### config.mk
export PLATFORM = sky130hd
export DESIGN_NAME = strobe_align_tmr
export DESIGN_NICKNAME = d
export VERILOG_FILES = /design/src/rtl/sa_pkg.sv /design/src/rtl/sa_tmr_cell.sv /design/src/rtl/sa_sample_reg.sv /design/src/rtl/strobe_align_tmr.sv
export SDC_FILE = /design/constraint.sdc
export NUM_CORES = 1
export LEC_CHECK = 0
export ABC_AREA = 1
export CAP_MARGIN = 25
export CORE_MARGIN = 2
export CORE_UTILIZATION = 51
export CTS_CLUSTER_SIZE = 14
export DETAILED_ROUTE_END_ITERATION = 6
export PLACE_DENSITY = 0.78
export SLEW_MARGIN = 25
export SYNTH_ARGS = -nofsm -noshare
export SYNTH_HDL_FRONTEND = slang
export SYNTH_SLANG_ARGS = --single-unit
### constraint.sdc
create_clock -name clk -period 1.2 [get_ports clk]
set_clock_uncertainty 0.05 [all_clocks]
set_input_delay 0.24 -clock clk [delete_from_list [all_inputs] [get_ports clk]]
set_output_delay 0.24 -clock clk [all_outputs]
set_load 0.03 [all_outputs]
### src/rtl/sa_pkg.sv
package sa_pkg;
  localparam int NCOPY = 3;

  function automatic logic maj3(input logic [NCOPY-1:0] c);
    return (c[0] & c[1]) | (c[1] & c[2]) | (c[0] & c[2]);
  endfunction

  function automatic logic split3(input logic [NCOPY-1:0] c);
    return (c != '0) && (c != '1);
  endfunction
endpackage

### src/rtl/sa_tmr_cell.sv
module sa_tmr_cell
  import sa_pkg::*;
(
  input  logic             clk,
  input  logic             rst,
  input  logic             d,
  input  logic [NCOPY-1:0] flip,
  output logic             q,
  output logic             split
);
  logic [NCOPY-1:0] cp;

  always_ff @(posedge clk) begin
    if (rst) cp <= '0;
    else     cp <= {NCOPY{d}} ^ flip;
  end

  assign q     = maj3(cp);
  assign split = split3(cp);
endmodule

### src/rtl/sa_sample_reg.sv
module sa_sample_reg #(
  parameter int W = 8
) (
  input  logic         clk,
  input  logic [W-1:0] d,
  output logic [W-1:0] q
);
  always_ff @(posedge clk) q <= d;
endmodule

### src/rtl/strobe_align_tmr.sv
module strobe_align_tmr
  import sa_pkg::*;
#(
  parameter  int DEPTH    = 8,
  parameter  int SAMPLE_W = 8,
  localparam int SEL_W    = (DEPTH > 1) ? $clog2(DEPTH) : 1
) (
  input  logic                clk,
  input  logic                rst,
  input  logic                in_valid,
  input  logic [SAMPLE_W-1:0] in_sample,
  input  logic                seu_en,
  input  logic [1:0]          seu_copy,
  input  logic [SEL_W-1:0]    seu_stage,
  output logic                out_valid,
  output logic [SAMPLE_W-1:0] out_sample,
  output logic                tmr_err
);
  logic [DEPTH-1:0] voted;
  logic [DEPTH-1:0] split;

  for (genvar k = 0; k < DEPTH; k++) begin : g_stage
    logic [NCOPY-1:0] flip_k;
    logic             d_k;

    for (genvar c = 0; c < NCOPY; c++) begin : g_copy
      assign flip_k[c] = seu_en && (seu_copy == 2'(c)) && (seu_stage == SEL_W'(k));
    end

    if (k == 0) begin : g_head
      assign d_k = in_valid;
    end else begin : g_link
      assign d_k = voted[k-1];
    end

    sa_tmr_cell u_cell (
      .clk   (clk),
      .rst   (rst),
      .d     (d_k),
      .flip  (flip_k),
      .q     (voted[k]),
      .split (split[k])
    );
  end

  sa_sample_reg #(.W(SAMPLE_W)) u_smp (
    .clk (clk),
    .d   (in_sample),
    .q   (out_sample)
  );

  assign out_valid = voted[DEPTH-1];
  assign tmr_err   = |split;
endmodule

# After elaboration in Yosys (flattened, before gate mapping)
# Index checks and enable logic that the tools add are counted.
[totals]
reg_bits = 32
latchBits = 0
mem_bits_rw = 0
rom_bits = 0
n_memories = 0
[classes]
n_addsub = 0
multipliers = 0
n_div = 0
magnitude_cmp = 0
eq_ne = 17
shift = 0
muxes = 0
n_bitwise = 48
reduce_logical = 46
[op_table]
columns = ["cell", "n"]
rows = [
  ["logical AND 1 bit", 35],
  ["bitwise AND 1 bit", 24],
  ["inequality test 3 bit, second input constant", 8],
  ["nonzero test 3 bit", 8],
  ["bitwise XOR 3 bit", 8],
  ["OR 1 bit", 16],
  ["equality test 3 bit, second input constant", 4],
  ["OR reduction 8 bit", 1],
  ["equality test 3 x 2 -> 1 bit, second input constant", 2],
  ["equality test 3 x 1 -> 1 bit, second input constant", 1],
  ["zero test 3 bit", 1],
  ["equality test 2 x 1 -> 1 bit, second input constant", 1],
  ["equality test 2 bit, second input constant", 1],
  ["zero test 2 bit", 1],
]

# Logic depth before layout (Yosys ltp)
# Gate-level depths: netlist of the first run.
[depth]
word_depth = 4
ltp_mapped = 6
ltp_nobuf = 6

# Cells and area by module
# From an unflattened synthesis of the first run, not the netlist that was laid out.
[unflattened]
hier_cells = 247
area_unflattened_um2 = 1481.4
[by_module_without_submodules]
columns = ["mod", "n_inst", "cells_each", "area_each_um2", "seq_area_each_um2"]
rows = [
  ["sa_tmr_cell", 8, 23, 137.6, 60.1],
  ["strobe_align_tmr", 1, 55, 220.2, 0.0],
  ["sa_sample_reg", 1, 8, 160.2, 160.2],
]

# Worst setup path after synthesis of the first run
# No wires, ideal clock.
[synth_timing]
kind = "reg-to-output"
from = "reg g_stage[7].u_cell.cp[0]"
to = "out out_valid"
arrival_time_ns = 0.862
setup_slack_ns = 0.048
path_stages_with_launch = 3
path_cell_list = "dfxtp_1 > nor2_1 > a21oi_1"
[synth_via]
elab_chain_cells = 3
elab_cells_between_ends = 4
cone_classes = "bitwise: 4"
[synth_rtl]
columns = ["item", "line_no", "rtl"]
rows = [
  ["start: declaration", "sa_tmr_cell.sv:11", "logic [NCOPY-1:0] cp;"],
  ["start signal: assignment", "sa_tmr_cell.sv:15", "else cp <= {NCOPY{d}} ^ flip;"],
  ["bitwise AND 1 bit", "sa_pkg.sv:5", "return (c[0] & c[1]) | (c[1] & c[2]) | (c[0] & c[2]);"],
  ["OR 1 bit", "sa_pkg.sv:5", ""],
  ["OR 1 bit (*)", "sa_pkg.sv:5", ""],
  ["end: declaration", "strobe_align_tmr.sv:15", "output logic out_valid,"],
]
# Mark *: on every way between the ends. The rest lies on a longest branch, timed or not.

# Worst setup path in the final report of the first run
[layout_timing]
from = "reg g_stage[3].u_cell.cp[0]"
to = "out tmr_err"
[layout_via]
elab_chain_cells = 3
elab_cells_between_ends = 4
cone_classes = "eq/ne: 1; reduce/logical: 3"
[layout_rtl]
columns = ["item", "line_no", "rtl"]
rows = [
  ["start: declaration", "sa_tmr_cell.sv:11", ""],
  ["start signal: assignment", "sa_tmr_cell.sv:15", ""],
  ["inequality test 3 bit / nonzero test 3 bit (equally long branches)", "sa_pkg.sv:9", "return (c != '0) && (c != '1);"],
  ["logical AND 1 bit (*)", "sa_pkg.sv:9", ""],
  ["OR reduction 8 bit (*)", "strobe_align_tmr.sv:53", "assign tmr_err = |split;"],
  ["end: declaration", "strobe_align_tmr.sv:17", "output logic tmr_err"],
]
# Marked as above.

==> run_results.csv, run 1 <==
group,metric,value,unit
floorplan,fp.dieH,57.5,µm
detailed_routing,wl_per_cell,11.0,µm
detailed_routing,dr.first_iter.drc_count,36,
grt,use_met2,37.8,%
cts,clk_pin_slew,0.10,ns
setup_path,worstPathRequired,0.91,ns
setup_path,cp-start-kind,"flip-flop",
detailed_routing,drc_errors,0,
timing,layout_min_cycle_time,1.63,ns
detailed_routing,routed_wl,3530,µm
timing,fin_crit_sh,136,%
synthesis,ys_seq_area_share,43.8,%
cts,h-tree-depth,2,
cells_and_area,layout-drive-gt1-share,24.5,%
setup_path,slowest_stage,"dfxtp_2",
grt,grt_use_total,22.2,%
timing,setup_viol,2,
status,violations,"negative setup slack",
synthesis,synth_cell_types,10,
synthesis,synth_area,0.00146,mm²
pwr,peakVddDrop,1.22,mV
timing,max_freq,0.615,GHz
grt,grt_busiest_layer,"met2",
setup_path,r2r-start,"g_stage[2].u_cell.cp[0]",
cells_and_area,final_cell_count_no_fill,321,
cts,clk_path_buf_depth,2,
setup_path,ff2ff_path_depth,6,
detailed_routing,first_pass_iters,4,
grt,grt_overflow,0,
floorplan,start_util,53.5,%
timing,setup_slack,-0.426,ns
cts,ctsHoldBuffers,0,
cells_and_area,fin_util,76.8,%
status,outcome,"finished, violations left",
cells_and_area,antenna_cells,0,
timing,drv_slew,0,
timing,finalHoldViolations,0,
synthesis,synth_warnings,0,
cts,clkLatencyLatePin,0.34,ns
pwr,p_leak,0.935,nW
synthesis,ys_ff_latch,32,
cells_and_area,final_cell_mix,"nand2_1, nor2_1, dfxtp_1, buf_4, nand3_1",
setup_path,cp.arrival,1.34,ns
placed_design,globalplace.congestion,0.805,
timing,rsz0062_at_grt,"yes",
grt,antenna_found_initial,0,
detailed_routing,antenna_left,0,
floorplan,ios,27,
hold_path,hold_depth,1,
setup_path,path_max_fanout,3,
setup_path,critical_path.most_common_cell,"nand2_1",
cells_and_area,final_common_cell,"nand2_1",
setup_path,reg2reg_to,"g_stage[3].u_cell.cp[1]",
floorplan,die_x,57.5,µm
floorplan,dieArea,0.00331,mm²
hold_path,hold_class,"input pin to flip-flop",
setup_path,crit_chain,"nor2_2 > nand2_1 > nand2_1 > nand3_2 > nor2_2 > nand2_1 > buf_6",
flow_run,drv_cap,0,
grt,use_met3,7.26,%
synthesis,syn_inst,239,
cells_and_area,area_growth,43.7,%
placed_design,io_buffers,26,
setup_path,critPathMaxStageDelay,0.35,ns
setup_path,cp-endpoint,"tmr_err",
floorplan,rows,19,
grt,met1_usage,25.7,%
detailed_routing,vias_per_cell,4.86,
grt,grt_pass1_wl,5540,µm
setup_path,critPathKind,"flip-flop to output pin",
timing,fin_hold_ws,0.283,ns
cts,cts_tree,"done",
grt,grt_max_degree,13,
grt,grt_pass1_vias,1356,
cells_and_area,final_nets,306,
setup_path,end_kind,"output pin",
placed_design,place_inst,313,
synthesis,syn-num-nets,256,
setup_path,regToRegSetupSlack,0.02,ns
cts,cts_sinks,32,
setup_path,setup.worst_path.start,"g_stage[3].u_cell.cp[0]",
placed_design,dp_hpwl,2450,µm
synthesis,synth.avg_cell_area,6.11,µm²
cts,clock-root-buffer,"clkbuf_4",
pwr,powerDensity,1050,mW/mm²
cells_and_area,num-fill-cells,212,
timing,max_slew_margin,83.2,%
cts,cts_made_buffers,5,
timing,worst_slew_pin_slew,0.252,ns
floorplan,core_area,0.00273,mm²
detailed_routing,vias,1559,
## area by class of cell
cell class | count | area, µm² | share of cell area (%)
multi-input cells | 191 | 853 | 40.6
flip-flops and latches | 32 | 652 | 31.0
repair buffers | 45 | 424 | 20.2
inverters | 14 | 52.6 | 2.50
clock inverters | 3 | 42.5 | 2.03
well taps | 31 | 38.8 | 1.85
clock buffers | 5 | 37.5 | 1.79
## worst max-delay path: cells and delay by family, from the launching register on
family / cells / cell delay (ns)
buf+inv: 1 / 0.14
flops: 1 / 0.35
simple gates: 6 / 0.51
## cell families after synthesis
group	after synthesis	synth area share [%]
buffers and inverters	16	4.11
AOI/OAI and AO/OA	16	5.48
and+or+nand+nor	175	46.6
DFF	32	43.8
## power breakdown
group / switching (W) / internal, W
clock: 0.000377 / 0.000434
combinational: 0.000166 / 0.000131
sequential: 0.0000135 / 0.00109
## metrics by stage
| stage | total power [W] | cell area (µm²) | TNS [ns] | setup WS, ns |
|---|---|---|---|---|
| finish | 0.00221 | 2100 | -0.599 | -0.426 |
| global placement | 0.00140 | 1890 | -7.59 | -0.467 |
| detailed placement | 0.00140 | 1890 | -7.84 | -0.510 |
| global route | 0.00230 | 2100 | -0.835 | -0.527 |
| floorplan | 0.00126 | 1460 | 0 | 0.0479 |
| CTS | 0.00221 | 2010 | -0.612 | -0.432 |
## flip-flops by register name, indices dropped and copies added (netlist names)
name / count
u_smp.q: 8
g_stage.u_cell.cp: 24
## synthesized netlist by cell type
library cell / count / area [µm²]
a21oi_1: 10 / 50.1
o21ai_0: 5 / 25.0
buf_1: 2 / 7.51
inv_1: 13 / 48.8
inv_2: 1 / 3.75
nand3_1: 19 / 95.1
dfxtp_1: 32 / 641
nor2_1: 81 / 304
o21ai_1: 1 / 5.00
nand2_1: 75 / 282
## worst min-delay path by stage
stage | startpoint | endpoint | slack [ns]
6_report | in_sample[1] | u_smp.q[1] | 0.28
5_1_grt | in_sample[4] | u_smp.q[4] | 0.26
4_1_cts | in_sample[6] | u_smp.q[6] | 0.27
3_5_place_dp | g_stage[6].u_cell.cp[1] | g_stage[7].u_cell.cp[1] | 0.59
3_3_place_gp | g_stage[2].u_cell.cp[0] | g_stage[3].u_cell.cp[1] | 0.58
2_1_floorplan | in_sample[0] | u_smp.q[0] | 0.22
## routing by layer
metal | vias to the layer above | routed length [µm] | part of all wire, %
li1 | 841 | - | -
met4 | 0 | 58 | 1.6
met3 | 7 | 127 | 3.6
met5 | - | 0 | 0
met2 | 25 | 1710 | 48
met1 | 686 | 1640 | 46
## repair_timing
| action | CTS | global route |
|---|---|---|
| pin swaps | 4 | 2 |
| resized for setup | 21 | 33 |
| endpoints found under the setup margin | 3 | 25 |
| setup buffers | 1 | 0 |
Power figures use the tool's default switching activity.
==> run 2: changes to the inputs <==
--- a/config.mk
+++ b/config.mk
@@ -8,11 +8,10 @@
 export ABC_AREA = 1
 export CAP_MARGIN = 25
 export CORE_MARGIN = 2
-export CORE_UTILIZATION = 51
+export CORE_UTILIZATION = 50
 export CTS_CLUSTER_SIZE = 14
 export DETAILED_ROUTE_END_ITERATION = 6
-export PLACE_DENSITY = 0.78
-export SLEW_MARGIN = 25
+export PLACE_DENSITY = 0.77
 export SYNTH_ARGS = -nofsm -noshare
 export SYNTH_HDL_FRONTEND = slang
 export SYNTH_SLANG_ARGS = --single-unit
==> run 2 against run 1 <==
The run still ends with negative setup slack left. Clock-buffer cell count grew 1. Register-to-register slack gained 0.05 ns. Non-clock buffer count grew 3. Setup slack gained 0.0023 ns. Global-route usage shrank 1.2 points.
==> run_results.csv, run 2 (synthesized netlist as in run 1, its figures left out) <==
group,metric,value,unit
status,outcome,"finished, violations left",
status,violations,"negative setup slack",
detailed_routing,antenna_left,0,
pwr,p_int,0.00166,W
setup_path,path_max_fanout,3,
placed_design,place_inst,314,
placed_design,dp_hpwl,2360,µm
cts,clkLatencyLatePin,0.33,ns
setup_path,ff2ff_path_depth,7,
grt,grt_use_total,21.0,%
timing,max_freq,0.616,GHz
detailed_routing,drc_errors,0,
setup_path,worstPathRequired,0.91,ns
pwr,peakVddDrop,0.981,mV
timing,fin_hold_ws,0.290,ns
timing,finalHoldViolations,0,
pwr,seq_power_share,50.8,%
grt,grt_busiest_layer,"met2",
hold_path,hold_class,"input pin to flip-flop",
setup_path,end_kind,"output pin",
cells_and_area,final_common_cell,"nand2_1",
floorplan,ios,27,
grt,grt_pass1_vias,1348,
timing,worst_slew_pin_slew,0.248,ns
cells_and_area,final_cell_count_no_fill,324,
detailed_routing,routed_wl,3320,µm
cells_and_area,final_nets,309,
setup_path,reg2reg_to,"g_stage[6].u_cell.cp[0]",
detailed_routing,vias_per_cell,4.77,
setup_path,r2r-start,"g_stage[5].u_cell.cp[1]",
setup_path,slowest_stage,"dfxtp_2",
flow_run,drv_cap,0,
setup_path,critical_path.most_common_cell,"nand2_1",
cells_and_area,antenna_cells,0,
placed_design,globalplace.congestion,0.819,
cells_and_area,top_regs,"g_stage.u_cell.cp x24, u_smp.q x8",
cts,ctsHoldBuffers,0,
placed_design,place_ws,-0.480,ns
pwr,comb_power_share,13.2,%
cts,cts_sinks,32,
cells_and_area,final_cell_mix,"nand2_1, nor2_1, buf_4, dfxtp_1, nand3_1",
setup_path,crit_chain,"nor2_2 > nand2_1 > nand2_1 > nand2_1 > nor2_1 > nand2_1 > buf_6",
cts,clk_path_buf_depth,2,
hold_path,whs_endpoint,"u_smp.q[4]",
setup_path,critPathKind,"flip-flop to output pin",
grt,met1_usage,26.0,%
grt,use_met3,4.24,%
setup_path,cp.arrival,1.33,ns
timing,drv_slew,0,
pwr,clockPowerShare,35.9,%
grt,use_met2,34.9,%
hold_path,hold_depth,1,
cells_and_area,area_growth,40.1,%
hold_path,min_from,"in_sample[4]",
timing,layout_min_cycle_time,1.62,ns
grt,grt_overflow,0,
floorplan,core_area,0.00276,mm²
grt,grt_max_degree,11,
detailed_routing,vias,1545,
cells_and_area,largest-register,"g_stage.u_cell.cp",
timing,setup_slack,-0.424,ns
timing,fin_crit_sh,135,%
timing,rsz0062_at_grt,"yes",
floorplan,dieArea,0.00337,mm²
detailed_routing,first_pass_iters,5,
pwr,p_total,0.00217,W
floorplan,start_util,53.0,%
timing,setup_viol,2,
cts,cts_tree,"done",
cells_and_area,largest_reg_flops,24,
grt,antenna_found_initial,0,
cells_and_area,layout-drive-gt1-share,21.2,%
floorplan,fp.dieH,58.1,µm
grt,grt_pass1_wl,5360,µm
cts,cts_made_buffers,5,
pwr,p_sw_share,23.6,%
placed_design,io_buffers,26,
cts,clk_pin_slew,0.10,ns
setup_path,cp-start-kind,"flip-flop",
pwr,p_leak,0.933,nW
cts,h-tree-depth,2,
timing,max_slew_margin,83.4,%
floorplan,rows,19,
setup_path,critPathMaxStageDelay,0.34,ns
pwr,powerDensity,1060,mW/mm²
floorplan,die_x,58.1,µm
detailed_routing,dr.first_iter.drc_count,51,
setup_path,regToRegSetupSlack,0.07,ns
cts,clock-root-buffer,"clkbuf_4",
pwr,p_switching,0.000512,W
detailed_routing,wl_per_cell,10.2,µm
[run 2: final cells by class]
class,instances,area (µm²)
Clock inverter,2,35.0
Inverter,14,52.6
Timing Repair Buffer,48,430
Sequential cell,32,653
Tap cell,31,38.8
Fill cell,235,711
Multi-Input combinational cell,191,796
Clock buffer,6,41.3
[run 2: routing by layer]
metal / part of all wire, % / vias to the layer above
li1: - / 847
met5: 0 / -
met1: 47 / 663
met4: 2.1 / 0
met2: 46 / 28
met3: 4.7 / 7
[run 2: worst max-delay path by stage]
stage               cells past startpoint                    start        end
finish                                  7  g_stage[7].u_cell.cp[0]    tmr_err
CTS                                     7  g_stage[7].u_cell.cp[0]    tmr_err
floorplan                               2  g_stage[7].u_cell.cp[0]  out_valid
global route                            7  g_stage[3].u_cell.cp[0]    tmr_err
detailed placement                      7  g_stage[1].u_cell.cp[1]    tmr_err
global placement                        7  g_stage[1].u_cell.cp[1]    tmr_err
[run 2: stage by stage]
step | instance area, µm² | setup TNS (ns) | utilization, %
4_1_cts | 1990 | -0.591 | 72.2
3_5_place_dp | 1880 | -7.78 | 68.2
2_1_floorplan | 1460 | 0 | -
6_report | 2050 | -0.590 | 74.2
5_1_grt | 2050 | -0.695 | 74.2
3_3_place_gp | 1880 | -7.42 | 68.2
[run 2: repair_timing]
action / 4_1_cts / 5_1_grt
gates resized for setup: 18 / 22
buffers inserted: 2 / 0
pin swaps: 3 / 3
hold endpoints to repair: 0 / 0
endpoints found under the setup margin: 2 / 26
[run 2: worst max-delay path, delay by kind of cell, from the launching register on]
kind / cells / cell delay [ns]
DFF: 1 / 0.34
and+or+nand+nor: 6 / 0.53
buffers and inverters: 1 / 0.14
[run 2: power by group through the flow]
stage | Combinational, W | Sequential [W] | Clock (W)
floorplan | 0.000110 | 0.00115 | 0
global placement | 0.000277 | 0.00113 | 0
detailed placement | 0.000281 | 0.00113 | 0
CTS | 0.000286 | 0.00110 | 0.000790
global route | 0.000316 | 0.00111 | 0.000837
finish | 0.000287 | 0.00110 | 0.000779
